## config.mk

```make
export PLATFORM = sky130hd
export DESIGN_NAME = hsp_port
export DESIGN_NICKNAME = d
export VERILOG_FILES = /design/src/rtl/hsp_pkg.sv /design/src/rtl/hsp_tick_detect.sv /design/src/rtl/hsp_rx_framer.sv /design/src/rtl/hsp_tx_serializer.sv /design/src/rtl/hsp_port.sv
export SDC_FILE = /design/constraint.sdc
export NUM_CORES = 1
export LEC_CHECK = 0
export ABC_AREA = 1
export BUFFER_PORTS_ARGS = -buffer_cell sky130_fd_sc_hd__buf_2
export CAP_MARGIN = 20
export CORE_MARGIN = 2
export CORE_UTILIZATION = 55
export CTS_BUF_LIST = sky130_fd_sc_hd__clkbuf_8
export CTS_CLUSTER_DIAMETER = 30
export DETAILED_ROUTE_END_ITERATION = 10
export GPL_ROUTABILITY_DRIVEN = 0
export PLACE_DENSITY = 0.78
export SETUP_SLACK_MARGIN = 0.5
export SLEW_MARGIN = 0
export SYNTH_ARGS = -nofsm -noshare
export SYNTH_HDL_FRONTEND = slang
export SYNTH_SLANG_ARGS = --single-unit
```

## constraint.sdc

```tcl
create_clock -name clk -period 2.6 [get_ports clk]
set_clock_uncertainty 0.15 [all_clocks]
set_input_delay 0.78 -clock clk [delete_from_list [all_inputs] [get_ports clk]]
set_output_delay 0.78 -clock clk [all_outputs]
set_load 0.1 [all_outputs]
```

## src/rtl/hsp_pkg.sv

```systemverilog
package hsp_pkg;
    typedef enum logic [1:0] {
        RX_HUNT = 2'd0,
        RX_DATA = 2'd1,
        RX_STOP = 2'd2
    } rx_phase_e;
endpackage

```

## src/rtl/hsp_tick_detect.sv

```systemverilog
module hsp_tick_detect (
    input  logic clk,
    input  logic rst_n,
    input  logic hw_clk,
    output logic tick
);
    typedef struct packed {
        logic hw_prev;
    } tick_state_t;

    tick_state_t st_d, st_q;

    always_comb begin
        st_d         = st_q;
        st_d.hw_prev = hw_clk;
        tick         = hw_clk & ~st_q.hw_prev;
    end

    always_ff @(posedge clk or negedge rst_n) begin
        if (!rst_n) st_q <= '0;
        else        st_q <= st_d;
    end
endmodule

```

## src/rtl/hsp_rx_framer.sv

```systemverilog
module hsp_rx_framer
    import hsp_pkg::*;
#(
    parameter int DATA_W     = 8,
    parameter int LOCK_COUNT = 3
) (
    input  logic              clk,
    input  logic              rst_n,
    input  logic              en,
    input  logic              tick,
    input  logic              din,
    output logic [DATA_W-1:0] byte_o,
    output logic              byte_done,
    output logic              start_seen,
    output logic              locked
);
    localparam int CNT_W  = $clog2(DATA_W + 1);
    localparam int LOCK_W = $clog2(LOCK_COUNT + 1);

    typedef struct packed {
        rx_phase_e         phase;
        logic [CNT_W-1:0]  bit_cnt;
        logic [DATA_W-1:0] shreg;
        logic [LOCK_W-1:0] good_cnt;
        logic              locked;
    } rx_state_t;

    rx_state_t st_d, st_q;

    always_comb begin
        st_d       = st_q;
        byte_done  = 1'b0;
        start_seen = 1'b0;
        if (!en) begin
            st_d.phase    = RX_HUNT;
            st_d.bit_cnt  = '0;
            st_d.good_cnt = '0;
            st_d.locked   = 1'b0;
        end else if (tick) begin
            unique case (st_q.phase)
                RX_HUNT: begin
                    if (!din) begin
                        start_seen   = 1'b1;
                        st_d.phase   = RX_DATA;
                        st_d.bit_cnt = '0;
                    end
                end
                RX_DATA: begin
                    st_d.shreg = {din, st_q.shreg[DATA_W-1:1]};
                    if (st_q.bit_cnt == CNT_W'(DATA_W - 1)) begin
                        st_d.phase = RX_STOP;
                    end else begin
                        st_d.bit_cnt = st_q.bit_cnt + 1'b1;
                    end
                end
                RX_STOP: begin
                    st_d.phase = RX_HUNT;
                    if (din) begin
                        if (st_q.locked) begin
                            byte_done = 1'b1;
                        end else if (st_q.good_cnt == LOCK_W'(LOCK_COUNT - 1)) begin
                            st_d.locked   = 1'b1;
                            st_d.good_cnt = '0;
                        end else begin
                            st_d.good_cnt = st_q.good_cnt + 1'b1;
                        end
                    end else begin
                        st_d.locked   = 1'b0;
                        st_d.good_cnt = '0;
                    end
                end
                default: st_d.phase = RX_HUNT;
            endcase
        end
        byte_o = st_q.shreg;
        locked = st_q.locked;
    end

    always_ff @(posedge clk or negedge rst_n) begin
        if (!rst_n) begin
            st_q       <= '0;
            st_q.phase <= RX_HUNT;
        end else begin
            st_q <= st_d;
        end
    end
endmodule

```

## src/rtl/hsp_tx_serializer.sv

```systemverilog
module hsp_tx_serializer #(
    parameter int DATA_W = 8
) (
    input  logic              clk,
    input  logic              rst_n,
    input  logic              en,
    input  logic              tick,
    input  logic              launch,
    input  logic [DATA_W-1:0] byte_i,
    output logic              dout
);
    localparam int FRAME_W = DATA_W + 2;

    typedef struct packed {
        logic [FRAME_W-1:0] frame;
    } tx_state_t;

    tx_state_t st_d, st_q;

    always_comb begin
        st_d = st_q;
        if (!en) begin
            st_d.frame = '1;
        end else if (launch) begin
            st_d.frame = {1'b1, byte_i, 1'b0};
        end else if (tick) begin
            st_d.frame = {1'b1, st_q.frame[FRAME_W-1:1]};
        end
        dout = st_q.frame[0];
    end

    always_ff @(posedge clk or negedge rst_n) begin
        if (!rst_n) st_q <= '1;
        else        st_q <= st_d;
    end
endmodule

```

## src/rtl/hsp_port.sv

```systemverilog
module hsp_port #(
    parameter int DATA_W     = 8,
    parameter int LOCK_COUNT = 3
) (
    input  logic              clk,
    input  logic              rst_n,
    input  logic              mode_byte,
    input  logic              hw_clk,
    input  logic              rx_bit,
    input  logic [DATA_W-1:0] rx_byte,
    input  logic              tx_load,
    input  logic [DATA_W-1:0] tx_data,
    output logic [DATA_W-1:0] rx_data,
    output logic              rx_strobe,
    output logic              tx_bit,
    output logic [DATA_W-1:0] tx_byte,
    output logic              sync_lost
);
    typedef struct packed {
        logic [DATA_W-1:0] hold;
        logic [DATA_W-1:0] rx_data;
        logic              rx_strobe;
        logic [DATA_W-1:0] tx_byte;
    } port_state_t;

    port_state_t st_d, st_q;

    logic              tick;
    logic              serial_en;
    logic [DATA_W-1:0] fr_byte;
    logic              fr_done;
    logic              fr_start;
    logic              fr_locked;
    logic              ser_out;

    assign serial_en = ~mode_byte;

    hsp_tick_detect u_tick (
        .clk    (clk),
        .rst_n  (rst_n),
        .hw_clk (hw_clk),
        .tick   (tick)
    );

    hsp_rx_framer #(
        .DATA_W     (DATA_W),
        .LOCK_COUNT (LOCK_COUNT)
    ) u_framer (
        .clk        (clk),
        .rst_n      (rst_n),
        .en         (serial_en),
        .tick       (tick),
        .din        (rx_bit),
        .byte_o     (fr_byte),
        .byte_done  (fr_done),
        .start_seen (fr_start),
        .locked     (fr_locked)
    );

    hsp_tx_serializer #(
        .DATA_W (DATA_W)
    ) u_ser (
        .clk    (clk),
        .rst_n  (rst_n),
        .en     (serial_en),
        .tick   (tick),
        .launch (fr_start),
        .byte_i (st_q.hold),
        .dout   (ser_out)
    );

    always_comb begin
        st_d           = st_q;
        st_d.rx_strobe = 1'b0;
        if (tx_load) begin
            st_d.hold = tx_data;
        end
        if (mode_byte) begin
            if (tick) begin
                st_d.rx_data   = rx_byte;
                st_d.rx_strobe = 1'b1;
                st_d.tx_byte   = st_q.hold;
            end
        end else if (fr_done) begin
            st_d.rx_data   = fr_byte;
            st_d.rx_strobe = 1'b1;
        end
    end

    always_ff @(posedge clk or negedge rst_n) begin
        if (!rst_n) st_q <= '0;
        else        st_q <= st_d;
    end

    assign rx_data   = st_q.rx_data;
    assign rx_strobe = st_q.rx_strobe;
    assign tx_byte   = mode_byte ? st_q.tx_byte : '0;
    assign tx_bit    = ser_out;
    assign sync_lost = serial_en & ~fr_locked;
endmodule

```

Word level (Yosys, flattened, before mapping) --
Cells that the tools add are included.
Operators by class: multiplexer cells 30, bitwise logic cells 5, equality and inequality tests 9, add/subtract/negate cells 2, reductions and logical operators 13
Operators by type and width (count):
- $mux W17 | 2
- $mux W10 | 3
- $mux W9 | 2
- $mux W8 | 2
- $mux W3 | 4
- $mux W6 | 2
- $mux W1 | 10
- $ne A3 B3 Y1 const B | 3
- $reduce_and A3 Y1 | 3
- $pmux W4 S2 | 1
- $reduce_and A2 Y1 | 3
- $reduce_bool A2 Y1 | 3
- $reduce_bool A3 Y1 | 2
- $add A4 B1 Y4 const B | 1
- $eq A2 B2 Y1 const B | 2
- $eq A4 B3 Y1 const B | 1
- $mux W2 | 2
- $mux W4 | 1
- $pmux W2 S2 | 1
- $reduce_and A4 Y1 | 1
- $ne A3 B2 Y1 const B | 1
- $not A1 Y1 | 3
- $add A2 B1 Y2 const B | 1
- $and A1 B1 Y1 | 2
- 3 further kinds | 3
Word-level totals: word-level logic and storage cells 70, input port bits 22, bits in registers 53, output and inout bits 19

Depth between registers and ports, before layout --
word-level depth 7, gate-level depth with buffers 8, depth with buffers taken out 8

Cells and area by module --
A second synthesis with hierarchy kept.
Unflattened totals: cells, all modules 355, area total of the unflattened synthesis 2752.6 µm²
Modules (own cells, without submodules):
- hsp_port | area each 1244.9 µm², seq. area each 625.6 µm², cells an instance 157, times used 1
- hsp_rx_framer | area each 960.9 µm², seq. area each 425.4 µm², cells an instance 120, times used 1
- hsp_tx_serializer | area each 511.7 µm², seq. area each 236.5 µm², cells an instance 75, times used 1
- hsp_tick_detect | area each 35.0 µm², seq. area each 25.0 µm², cells an instance 3, times used 1

Worst setup path after synthesis --
Ideal clock, no wire load.
kind input to output, from input mode_byte, to output sync_lost, setup slack -0.574 ns, stages 2, data arrival time 2.244 ns, required time 1.670 ns, path through clkbuf_1 > nor2_1
On the way: word-level cells in the longest chain between the ends 2
Ends and longest elaborated chain:
- from (decl) | RTL line hsp_port.sv:7 | input logic mode_byte,
- $not A1 Y1 (no line)
- $and A1 B1 Y1 | RTL line hsp_port.sv:99 | assign sync_lost = serial_en & ~fr_locked;
- to (decl) | RTL line hsp_port.sv:17 | output logic sync_lost
No other way between the ends.

Worst setup path in the final report --
from input mode_byte, to output tx_byte[1]
On the way: word-level cells in the longest chain between the ends 1
Ends and longest elaborated chain:
- $mux W8 | RTL line hsp_port.sv:97 | assign tx_byte = mode_byte ? st_q.tx_byte : '0;
- to (decl) | RTL line hsp_port.sv:16 | output logic [DATA_W-1:0] tx_byte,
No other way between the ends.

==> out/qor.csv <==
stage,metric,value,unit
cts,root buf cell,clkbuf_8,
synth,Yosys top cell area share,44.1,%
die,chip height,70.6,um
power_and_ir_drop,VDD IR max,0.000468,V
synth,cells after synthesis,289,
setup_path,CP Capture Type,output port,
sta,Hold Slack,288,ps
power_and_ir_drop,leak pwr,1.53,nW
final_layout,fin nets,352,
routing,WL final,4980,um
setup_path,CP Class,in2out,
routing,number of vias per cell,5.15,
synth,dominant cells by area after synthesis,"dfrtp_1 (44%), nand2_1 (13%), dfstp_2 (9.7%)",
sta,achievable frequency,461,MHz
grt,initial antenna violation count,0,
outcome,outcome,completed,
routing,Routed Antenna Nets,0,
final_layout,Layout Utilization,70.1,%
final_layout,Layout fillers,351,
cts,CTS tree,yes,
cts,Sink Count,52,
routing,WL/cell,13.0,um
die,I/O pins,41,
setup_path,type of origin of the critical path,primary input,
cts,Inserted Clock Buffers,5,
cts,"Clk Latency, worst-skew pair",310,ps
sta,pins over their slew limit,0,
hold_path,worst hold path class,in2async,
die,Starting Density,56.4,%
die,die width,70.6,um
setup_path,R2R Path Start,u_framer.st_q[16],
routing,via count,1967,
die,Core Rows,24,
final_layout,design area,3030,um^2
placement,PortBufs,40,
synth,"EDFF count, synth",0,
synth,"Seq/Total Area, Yosys",53.8,%
setup_path,CP max stage delay,170,ps
grt,largest net degree at the start of global routing,26,
flow_run,max cap viols,0,
synth,post-synthesis async set-or-reset flop share,100,%
routing,Pre-Repair DR Iteration Count,4,
sta,final hold viol count,0,
synth,"Distinct cells, synth",27,
power_and_ir_drop,Final Power,2.00,mW
synth,post-synth top area cell,dfrtp_1,
sta,post-route minimum period,2170,ps
setup_path,CP max stage cell,buf_12,
synth,syn_area_per_cell,8.44,um^2
cts,H-tree levels,2,
placement,Placed Area,2830,um^2
routing,drt drc,0,
setup_path,"Arr. time, crit path",1240,ps
power_and_ir_drop,Pwr Density,660,nW/um^2
sta,setup violators final,0,
sta,Final Cycle Share,83.5,%
setup_path,capturing point of the worst reg2reg path,u_framer.st_q[15],
die,Core Region,4320,um^2
final_layout,Syn-to-layout area delta,24.2,%
setup_path,worst setup path endpoint,tx_byte[1],
setup_path,Worst Path Required,1670,ps
routing,Iter 0 DRT Violations,143,
synth,Synth Cell Area,2440,um^2
cts,clk slew on worst S/H paths,90,ps
sta,max_slew headroom,64.7,%
setup_path,R2R Setup Slk,1020,ps
grt,vias in the first global route,1817,
cts,deepest clock path buffer count,2,
die,die footprint,4990,um^2
setup_path,CP cell instances,buf_16 -> nand2_4 -> clkinvlp_4 -> buf_12,
setup_path,worst-path fanout max,6,
final_layout,ANT cells,0,
grt,global-route wire length before repair,8450,um
setup_path,worst reg2reg path depth,7,
synth,YS warnings,0,
synth,"FF+latch count, synth",52,
placement,DP HPWL,3440,um
sta,worst-margin pin slew,530,ps
cts,hold buffers post-CTS,0,
synth,Syn Nets,312,
sta,post-route setup TNS,0,ps
grt,Total Routing Usage GR,21.6,%
sta,unrepaired setup endpoints after global routing,yes,
grt,Congestion Overflow GR,0,
setup_path,Critical Path Source,mode_byte,
synth,predominant post-synthesis flop cell,dfrtp_1,
final_layout,share of cells above drive strength 1,30.0,%
-- power breakdown --
group | total (mW) | leakage, nW | internal (mW) | switching [mW]
registers | 0.947 | 0.650 | 0.890 | 0.0568
logic | 0.568 | 0.837 | 0.155 | 0.413
clock network | 0.485 | 0.0434 | 0.216 | 0.270
-- layout make-up --
cell class / instances / area [um^2] / area share [%]
repair buffers: 46 / 425 / 14.0
clock buffers: 6 / 82.6 / 2.73
inverters: 32 / 153 / 5.04
multi-input cells: 192 / 977 / 32.2
clock inverters: 2 / 15.0 / 0.495
well taps: 52 / 65.1 / 2.15
flip-flops and latches: 52 / 1310 / 43.3
-- per-stage QoR --
stage	std cells	worst slack, ps
floorplan	289	265
global placement	371	143
detailed placement	371	125
CTS	382	427
global route	382	418
finish	382	429
-- cells in the final DEF (no fill, tap or decap), types with 6 or more instances in the layout --
cell,synthesis,layout
nand2_1,87,79
dfrtp_1,43,43
buf_2,1,29
nand3_1,22,22
nor2_1,21,20
inv_1,26,18
o21ai_0,14,14
o21ai_1,13,13
clkinvlp_4,0,10
a21oi_1,9,9
buf_12,0,9
dfstp_2,9,9
nand2_4,0,8
a31oi_1,7,7
clkbuf_8,0,6
buf_4,8,6
-- worst max-delay path, delay by kind of cell --
kind                   cells  cell delay, ps
AND/OR/NAND/NOR            1              60
buffers and inverters      3             390
-- what timing repair did --
item	CTS	global route
buffers inserted	2	0
pin swaps	1	1
gates cloned	1	0
setup endpoints to repair	10	9
resized for setup	14	0
-- layer usage --
metal	GRT usage, %	wire [um]	vias to the layer above
li1	-	-	993
met1	28.0	2140	927
met2	36.6	2570	38
met3	5.13	206	9
met4	6.08	65	0
met5	0	0	-
-- synthesized netlist by cell type (2+ instances only) --
| cell type | instances |
|---|---|
| buf_6 | 2 |
| inv_2 | 5 |
| clkbuf_1 | 2 |
| dfrtp_1 | 43 |
| dfstp_2 | 9 |
| o21ai_1 | 13 |
| o21ai_0 | 14 |
| nand3_1 | 22 |
| a21oi_1 | 9 |
| nor2_1 | 21 |
| nor2_2 | 3 |
| nand2_1 | 87 |
| inv_1 | 26 |
| nand2_2 | 4 |
| buf_4 | 8 |
| a31oi_1 | 7 |
| nor2_4 | 2 |
| nor3_1 | 2 |
| nand4_1 | 2 |
-- flip-flops by register name (all words and copies together), names as in the netlist --
register and flops:
rx_strobe 1, u_tick.st_q 1, rx_data 8, u_framer.st_q 8
u_framer.locked 1, st_q 16, u_ser.st_q 9, u_framer.byte_o 8
-- how the worst min path moves through the flow --
stage | from | end | slack (ps)
finish | rst_n | st_q[21] | 290
floorplan | u_framer.byte_o[0] | u_framer.byte_o[0] | 290
detailed placement | u_ser.st_q[8] | u_ser.st_q[7] | 320
global placement | u_framer.byte_o[0] | u_framer.byte_o[0] | 310
global route | rst_n | st_q[21] | 330
CTS | rst_n | st_q[21] | 290
-- logic make-up (layout without fill, tap and decap cells) --
family                   count (synthesis)  in the layout  synth area share [%]
adder cells (fa/ha/maj)                  1              1                 0.513
XOR/XNOR                                 1              1                 0.359
AND/OR/NAND/NOR                        147            147                  27.2
AO/OA/AOI/OAI                           43             43                  9.18
flip-flops                              52             52                  53.8
buffers and inverters                   45             86                  8.92
Power figures use the tool's default switching activity.
